File: src/rtl/phy_rst_pkg.sv
package phy_rst_pkg;
   localparam int STRAP_W   = 11;
   localparam int ADDR_W    = 5;
   localparam int REG_W     = 16;
   localparam int RST_BIT   = 15;
   localparam int SPEED_BIT = 13;

   typedef enum logic [1:0] {
      SEQ_RUN   = 2'd0,
      SEQ_HOLD  = 2'd1,
      SEQ_LATCH = 2'd2
   } seq_state_t;

   // ceiling of a/b for cycle conversions
   function automatic int cdiv(input longint a, input longint b);
      return int'((a + b - 1) / b);
   endfunction
endpackage

File: src/rtl/phy_rst_pin_filter.sv
module phy_rst_pin_filter #(
   parameter int SYNC_STAGES = 2,
   parameter int HW_CYC      = 25
) (
   input  logic clk,
   input  logic por_n,
   input  logic pin_raw,
   output logic pin_s,
   output logic hw_hit
);
   localparam int CNT_W = $clog2(HW_CYC + 1);

   if (SYNC_STAGES < 2) begin : g_bad_sync
      $error("SYNC_STAGES must be at least 2");
   end
   if (HW_CYC < 2) begin : g_bad_hw
      $error("HW_CYC must be at least 2");
   end

   for (genvar g = 0; g < SYNC_STAGES; g++) begin : g_sync
      logic stage_q;
      if (g == 0) begin : g_first
         always_ff @(posedge clk or negedge por_n)
            if (!por_n) stage_q <= 1'b0;
            else        stage_q <= pin_raw;
      end else begin : g_next
         always_ff @(posedge clk or negedge por_n)
            if (!por_n) stage_q <= 1'b0;
            else        stage_q <= g_sync[g-1].stage_q;
      end
   end

   assign pin_s = g_sync[SYNC_STAGES-1].stage_q;

   logic [CNT_W-1:0] run_q;

   always_ff @(posedge clk or negedge por_n) begin
      if (!por_n)                    run_q <= '0;
      else if (!pin_s)               run_q <= '0;
      else if (run_q != CNT_W'(HW_CYC)) run_q <= run_q + 1'b1;
   end

   assign hw_hit = pin_s && (run_q == CNT_W'(HW_CYC - 1));

   // a recognised pulse needs the pin high on the previous cycle too
   p_hit_needs_run_r1: assert property (@(posedge clk) disable iff (!por_n)
      hw_hit |-> $past(pin_s));
endmodule

File: src/rtl/phy_rst_seq.sv
module phy_rst_seq
   import phy_rst_pkg::*;
#(
   parameter int STRAP_CYC = 50,
   parameter int BUSY_CYC  = 12500
) (
   input  logic               clk,
   input  logic               por_n,
   input  logic               pin_s,
   input  logic               hw_hit,
   input  logic               sw_req,
   input  logic [STRAP_W-1:0] strap_in,
   output logic               int_rst,
   output logic [STRAP_W-1:0] strap_q,
   output logic               sw_flag,
   output logic               busy
);
   localparam int DLY_W  = $clog2(STRAP_CYC);
   localparam int HOLD_W = $clog2(BUSY_CYC + 1);

   if (STRAP_CYC < 2) begin : g_bad_strap
      $error("STRAP_CYC must be at least 2");
   end
   if (BUSY_CYC < 1) begin : g_bad_busy
      $error("BUSY_CYC must be at least 1");
   end

   seq_state_t        state_q;
   logic [DLY_W-1:0]  dly_q;
   logic [HOLD_W-1:0] hold_q;
   logic              latch_now;
   logic              sw_start;

   assign latch_now = (state_q == SEQ_LATCH) && (dly_q == DLY_W'(STRAP_CYC - 1)) && !hw_hit;
   assign sw_start  = (state_q == SEQ_RUN) && sw_req && !hw_hit;

   always_ff @(posedge clk or negedge por_n) begin
      if (!por_n) begin
         state_q <= SEQ_LATCH;
         dly_q   <= '0;
         sw_flag <= 1'b0;
         hold_q  <= '0;
         strap_q <= '0;
      end else if (hw_hit) begin
         state_q <= SEQ_HOLD;
         dly_q   <= '0;
         sw_flag <= 1'b0;
         hold_q  <= '0;
      end else begin
         if (hold_q != '0) hold_q <= hold_q - 1'b1;
         unique case (state_q)
            SEQ_RUN: if (sw_start) begin
               state_q <= SEQ_LATCH;
               dly_q   <= '0;
               sw_flag <= 1'b1;
            end
            SEQ_HOLD: if (!pin_s) begin
               state_q <= SEQ_LATCH;
               dly_q   <= '0;
            end
            SEQ_LATCH: if (latch_now) begin
               strap_q <= strap_in;
               state_q <= SEQ_RUN;
               sw_flag <= 1'b0;
               if (sw_flag) hold_q <= HOLD_W'(BUSY_CYC);
            end else begin
               dly_q <= dly_q + 1'b1;
            end
            default: state_q <= SEQ_RUN;
         endcase
      end
   end

   assign int_rst = !por_n || (state_q != SEQ_RUN);
   assign busy    = sw_flag || (hold_q != '0);

   p_rst_after_hit_r2: assert property (@(posedge clk) disable iff (!por_n)
      hw_hit |=> int_rst);
   p_strap_stable_r3: assert property (@(posedge clk) disable iff (!por_n)
      !latch_now |=> $stable(strap_q));
   p_sw_start_r4: assert property (@(posedge clk) disable iff (!por_n)
      sw_start |=> (int_rst && sw_flag));
   p_cancel_r8: assert property (@(posedge clk) disable iff (!por_n)
      hw_hit |=> !busy);
endmodule

File: src/rtl/phy_ctrl_reg.sv
module phy_ctrl_reg
   import phy_rst_pkg::*;
#(
   parameter logic [REG_W-1:0] CTRL_DEF = 16'h3000
) (
   input  logic              clk,
   input  logic              por_n,
   input  logic              in_rst,
   input  logic              sw_flag,
   input  logic              wr_en,
   input  logic [ADDR_W-1:0] wr_addr,
   input  logic [REG_W-1:0]  wr_data,
   output logic [REG_W-1:0]  rd_data,
   output logic              speed10,
   output logic              speed100
);
   logic [REG_W-2:0] ctrl_q;
   logic             wr_hit;

   assign wr_hit = wr_en && (wr_addr == '0) && !wr_data[RST_BIT] && !in_rst;

   always_ff @(posedge clk or negedge por_n) begin
      if (!por_n)      ctrl_q <= CTRL_DEF[REG_W-2:0];
      else if (in_rst) ctrl_q <= CTRL_DEF[REG_W-2:0];
      else if (wr_hit) ctrl_q <= wr_data[REG_W-2:0];
   end

   assign rd_data  = {sw_flag, ctrl_q};
   assign speed100 = !in_rst && ctrl_q[SPEED_BIT];
   assign speed10  = in_rst || !ctrl_q[SPEED_BIT];

   p_default_r6: assert property (@(posedge clk) disable iff (!por_n)
      in_rst |=> (rd_data[REG_W-2:0] == CTRL_DEF[REG_W-2:0]));
endmodule

File: src/rtl/phy_rst_ctrl.sv
module phy_rst_ctrl
   import phy_rst_pkg::*;
#(
   parameter int               CLK_KHZ     = 25000,
   parameter int               HW_MIN_NS   = 1000,
   parameter int               STRAP_NS    = 2000,
   parameter int               HOLDOFF_US  = 500,
   parameter int               SYNC_STAGES = 2,
   parameter logic [15:0]      CTRL_DEF    = 16'h3000
) (
   input  logic        clk,
   input  logic        por_n,
   input  logic        rst_pin,
   input  logic        wr_en,
   input  logic [4:0]  wr_addr,
   input  logic [15:0] wr_data,
   input  logic [10:0] strap_in,
   output logic        int_rst,
   output logic [10:0] strap_q,
   output logic [15:0] rd_data,
   output logic        busy,
   output logic        speed10,
   output logic        speed100
);
   localparam int HW_CYC    = cdiv(longint'(CLK_KHZ) * HW_MIN_NS, 1000000);
   localparam int STRAP_CYC = cdiv(longint'(CLK_KHZ) * STRAP_NS, 1000000);
   localparam int BUSY_CYC  = cdiv(longint'(CLK_KHZ) * HOLDOFF_US, 1000);

   logic pin_s, hw_hit, sw_flag, sw_req;

   assign sw_req = wr_en && (wr_addr == '0) && wr_data[RST_BIT];

   phy_rst_pin_filter #(.SYNC_STAGES(SYNC_STAGES), .HW_CYC(HW_CYC)) filt_i (
      .clk(clk), .por_n(por_n), .pin_raw(rst_pin), .pin_s(pin_s), .hw_hit(hw_hit));

   phy_rst_seq #(.STRAP_CYC(STRAP_CYC), .BUSY_CYC(BUSY_CYC)) seq_i (
      .clk(clk), .por_n(por_n), .pin_s(pin_s), .hw_hit(hw_hit), .sw_req(sw_req),
      .strap_in(strap_in), .int_rst(int_rst), .strap_q(strap_q),
      .sw_flag(sw_flag), .busy(busy));

   phy_ctrl_reg #(.CTRL_DEF(CTRL_DEF)) reg_i (
      .clk(clk), .por_n(por_n), .in_rst(int_rst), .sw_flag(sw_flag),
      .wr_en(wr_en), .wr_addr(wr_addr), .wr_data(wr_data),
      .rd_data(rd_data), .speed10(speed10), .speed100(speed100));

   p_speed_r9: assert property (@(posedge clk) disable iff (!por_n)
      int_rst |-> (speed10 && !speed100));
endmodule

File: config.mk
export PLATFORM = sky130hd
export DESIGN_NAME = phy_rst_ctrl
export DESIGN_NICKNAME = d
export VERILOG_FILES = /design/src/rtl/phy_rst_pkg.sv /design/src/rtl/phy_rst_pin_filter.sv /design/src/rtl/phy_rst_seq.sv /design/src/rtl/phy_ctrl_reg.sv /design/src/rtl/phy_rst_ctrl.sv
export SDC_FILE = /design/constraint.sdc
export NUM_CORES = 1
export LEC_CHECK = 0
export BUFFER_PORTS_ARGS = -buffer_cell sky130_fd_sc_hd__buf_4
export CORE_UTILIZATION = 47
export DETAILED_ROUTE_END_ITERATION = 7
export PLACE_DENSITY = 0.75
export SYNTH_ARGS = -nofsm -noshare
export SYNTH_HDL_FRONTEND = slang
export SYNTH_SLANG_ARGS = --single-unit
export TNS_END_PERCENT = 50
File: constraint.sdc
create_clock -name clk -period 2.57 [get_ports clk]
set_clock_uncertainty 0.2 [all_clocks]
set_input_delay 0.3855 -clock clk [delete_from_list [all_inputs] [get_ports clk]]
set_output_delay 0.3855 -clock clk [all_outputs]
set_load 0.02 [all_outputs]
==> metrics.md <==
| Metric | Value |
|---|---|
| Status | `finished clean` |
| Global-route wire length before repair | `approximately 9000 um` |
| Reg2reg path depth | `5` |
| M2 GR Usage | `32.07%` |
| Final net count | `348` |
| Grt total ovfl | `0` |
| Leakage power | `between 1.5 and 2 nW` |
| Crit end category | `primary output` |
| Clock Latency Late Sink | `around 0.30 ns` |
| GR Util met3 | `between 5 and 6%` |
| Placed Cells | `365` |
| Hold path depth | `2` |
| Area delta synth->final | `28.46%` |
| Num CTS Buffers | `5` |
| Layout cell share with drive strength beyond 1 | `34.53%` |
| Worst IR Drop VDD | `0.5308 mV` |
| Core Region | `around 5200 um^2` |
| Clock sink count | `56` |
| Synth area leaders | `dfrtp_1, mux2_2, a22o_1, xnor2_1, dfstp_2` |
| Detailed Routing Iterations Pass 1 | `4` |
| Number of global-route vias before repair | `slightly above 2k` |
| Avg WL per Cell | `13.79 um` |
| CTS tree | `built` |
| IO Port Bufs | `66` |
| Die Y | `about 76 um` |
| Antenna Cells | `0` |
| Largest net degree at the start of global routing | `42` |
| Post-synthesis async set-or-reset flop share | `100.0%` |
| FMAX | `roughly 0.39 GHz` |
| Top_reg_cell synth | `dfrtp_1` |
| Hold Path End | `reg_i.ctrl_q[5]` |
| Total number of vias | `1989` |
| Avg Cell Area, Syn | `11.22 um^2` |
| Fin crit period | `2.543 ns` |
| Tcrit/Tclk final | `98.96%` |
| Syn. warnings | `0` |
| Die area | `slightly below 6000 um^2` |
| Post-synthesis sequential area ratio | `53.99%` |
| Drt first-iter violations | `83` |
| Non-filler cells in the finished layout | `377` |
| Netlist cell types | `48` |
| Max-Slew Margin vs Limit | `39.60%` |
| GRT Max-Usage Layer | `met2` |
| Routability cong. | `0.8447` |
| Kind of critical path | `flop to primary output` |
| Clock Tree Root | `clkbuf_8` |
| Register bit count reported by yosys | `56` |
| HP Start | `wr_data[5]` |
| Crit. Startpoint | `seq_i.hold_q[12]` |
| Fillers | `a little over 400` |
| Syn_nets | `274` |
| Final setup viols | `0` |
| Synthesized area | `around 2600 um^2` |
| Hold Crit Class | `primary input to flop` |
| Initial Utilization | `50.00%` |
| FP Rows | `26` |
| Cells after Synth | `232` |
| GR Util All Layers | `19.33%` |
| Slew Limit Fails | `0` |
| Final Hold Vio Count | `0` |
| RR Startpoint | `seq_i.hold_q[6]` |
| Vias/cell | `5.276` |
| Startpoint types | `flop` |
| CP max FO | `3` |
| PnR worst setup slack | `0.02669 ns` |
| Least-Margin Pin Slew | `roughly 0.9 ns` |
| CP required | `1.98 ns` |
| Initial antenna violation count | `0` |
| Final core occ | `between 60 and 70%` |
| DRC violations left | `0` |
| Final antenna-violating net count | `0` |
| Area fraction of the dominant cell type after synthesis | `50.96%` |
| Yosys top cell by area | `dfrtp_1` |
| H-tree depth | `2` |
| Post-synth EDFFs | `0` |
| Worst Path Arrival | `1.96 ns` |
| Post-Route WL | `5200 um` |
| RSZ-0062 raised after global routing | `yes` |
| I/O pin count | `67` |
| HPWL Detailed | `3725 um` |
| Clock transition at the registers of the reported paths | `roughly 0.09 ns` |
| GR Util met1 | `24.05%` |
| Worst R2R End | `seq_i.hold_q[8]` |
| Max_cap viols | `0` |
| Die W | `about 76 um` |
| Post-place setup slack | `0.08981 ns` |
| PD cells | `820.8 nW/um^2` |
| FF-to-FF setup slack | `0.37 ns` |
| Maximum buffer depth of the clock tree | `2` |
==> layout make-up <==
type | count | area (um^2) | area share, %
clock buffer | 8 | 90.09 | 2.695
inverter | 9 | 33.78 | 1.010
multi-input combinational | 158 | 1147 | 34.32
sequential | 56 | 1405 | 42.03
tap | 70 | 87.58 | 2.620
timing repair buffer | 76 | 579.3 | 17.33
==> stage by stage <==
step           cell area, um^2  hold slack (ns)  setup TNS [ns]  power [mW]
2_1_floorplan             2603          -0.1101               0       1.884
3_3_place_gp              3191          0.06505               0       2.169
3_5_place_dp              3191          0.06254               0       2.198
4_1_cts                   3339          0.08306               0       2.762
5_1_grt                   3343          0.07935        -0.06260       2.939
6_report                  3343          0.09292               0       2.744
==> layout by cell type (no fill, tap or decap), types with 3 or more instances in the layout <==
cell	synthesis	final
buf_4	1	73
dfrtp_1	53	53
nor2_1	18	18
a22o_1	13	13
nand2_1	12	12
mux2_2	12	12
xnor2_1	11	11
a21oi_1	8	8
inv_1	9	7
nand3_1	7	7
nor3_1	6	6
clkbuf_8	0	6
nor2b_1	5	5
and2_1	5	5
a31oi_1	5	5
nor4_1	5	5
ha_1	6	5
nand2b_1	4	4
o21ai_0	4	4
a311oi_1	3	3
dfstp_2	3	3
==> state kept, by name (all words and copies together), names as in the netlist <==
name and count:
seq_i.hold_q 14, filt_i.g_sync.stage_q 1, filt_i.run_q 5, reg_i.ctrl_q 15, filt_i.pin_s 1, seq_i.sw_flag 1, seq_i.strap_q 11, seq_i.state_q 2
seq_i.dly_q 6
==> metal layers <==
metal | share of wire (%) | up-vias | routed length (um)
li1 | - | 983 | -
met1 | 46 | 949 | 2370
met2 | 47 | 50 | 2426
met3 | 6.3 | 7 | 329
met4 | 1.4 | 0 | 73
met5 | 0 | - | 0
==> worst max path at each step <==
stage,slack [ns],endpoint,cells past startpoint
after floorplan,0.01,busy,5
after global placement,0.14,busy,6
after detailed placement,0.09,busy,6
after CTS,0.004,busy,4
after global routing,-0.06,busy,6
final,0.03,busy,4
==> cells by family (layout without fill, tap and decap cells) <==
family | after synthesis | count (layout) | synth area share, %
simple gates | 82 | 82 | 18.12
flops | 56 | 56 | 53.99
compound gates | 45 | 45 | 12.55
fa+ha+maj | 6 | 6 | 2.885
xor+xnor | 12 | 12 | 4.038
mux | 13 | 13 | 5.577
buf+inv | 18 | 93 | 2.837
==> report_power, final <==
part	switching [mW]	internal (mW)	leakage, nW
combinational	0.453	0.479	0.775
clock	0.269	0.221	0.0455
sequential	0.218	1.10	0.704
total	0.940	1.80	1.52
==> Yosys cell counts, drive strengths merged, types with 3 or more instances <==
master,count
dfrtp,53
nor2,19
a22o,13
mux2,12
nand2,12
xnor2,11
inv,9
a21oi,8
nand3,7
nor3,7
clkbuf,6
ha,6
nor4,6
a31oi,5
and2,5
nor2b,5
nand2b,4
o21ai,4
a311oi,3
buf,3
dfstp,3
or4,3
==> what timing repair did <==
item                                    CTS  global route
endpoints found under the hold margin    16             0
pin swaps                                 2             0
endpoints found under the setup margin    1             1
hold buffers                              2             0
resized for setup                         7             1
setup buffers                             2             0
==> worst max-delay path, cell delays in order (launching register included) <==
cell and delay (ns):
dfrtp_1 0.41, or4_4 0.57, nor4_4 0.27, or2b_1 0.26, buf_6 0.13
Power figures use the tool's default switching activity.
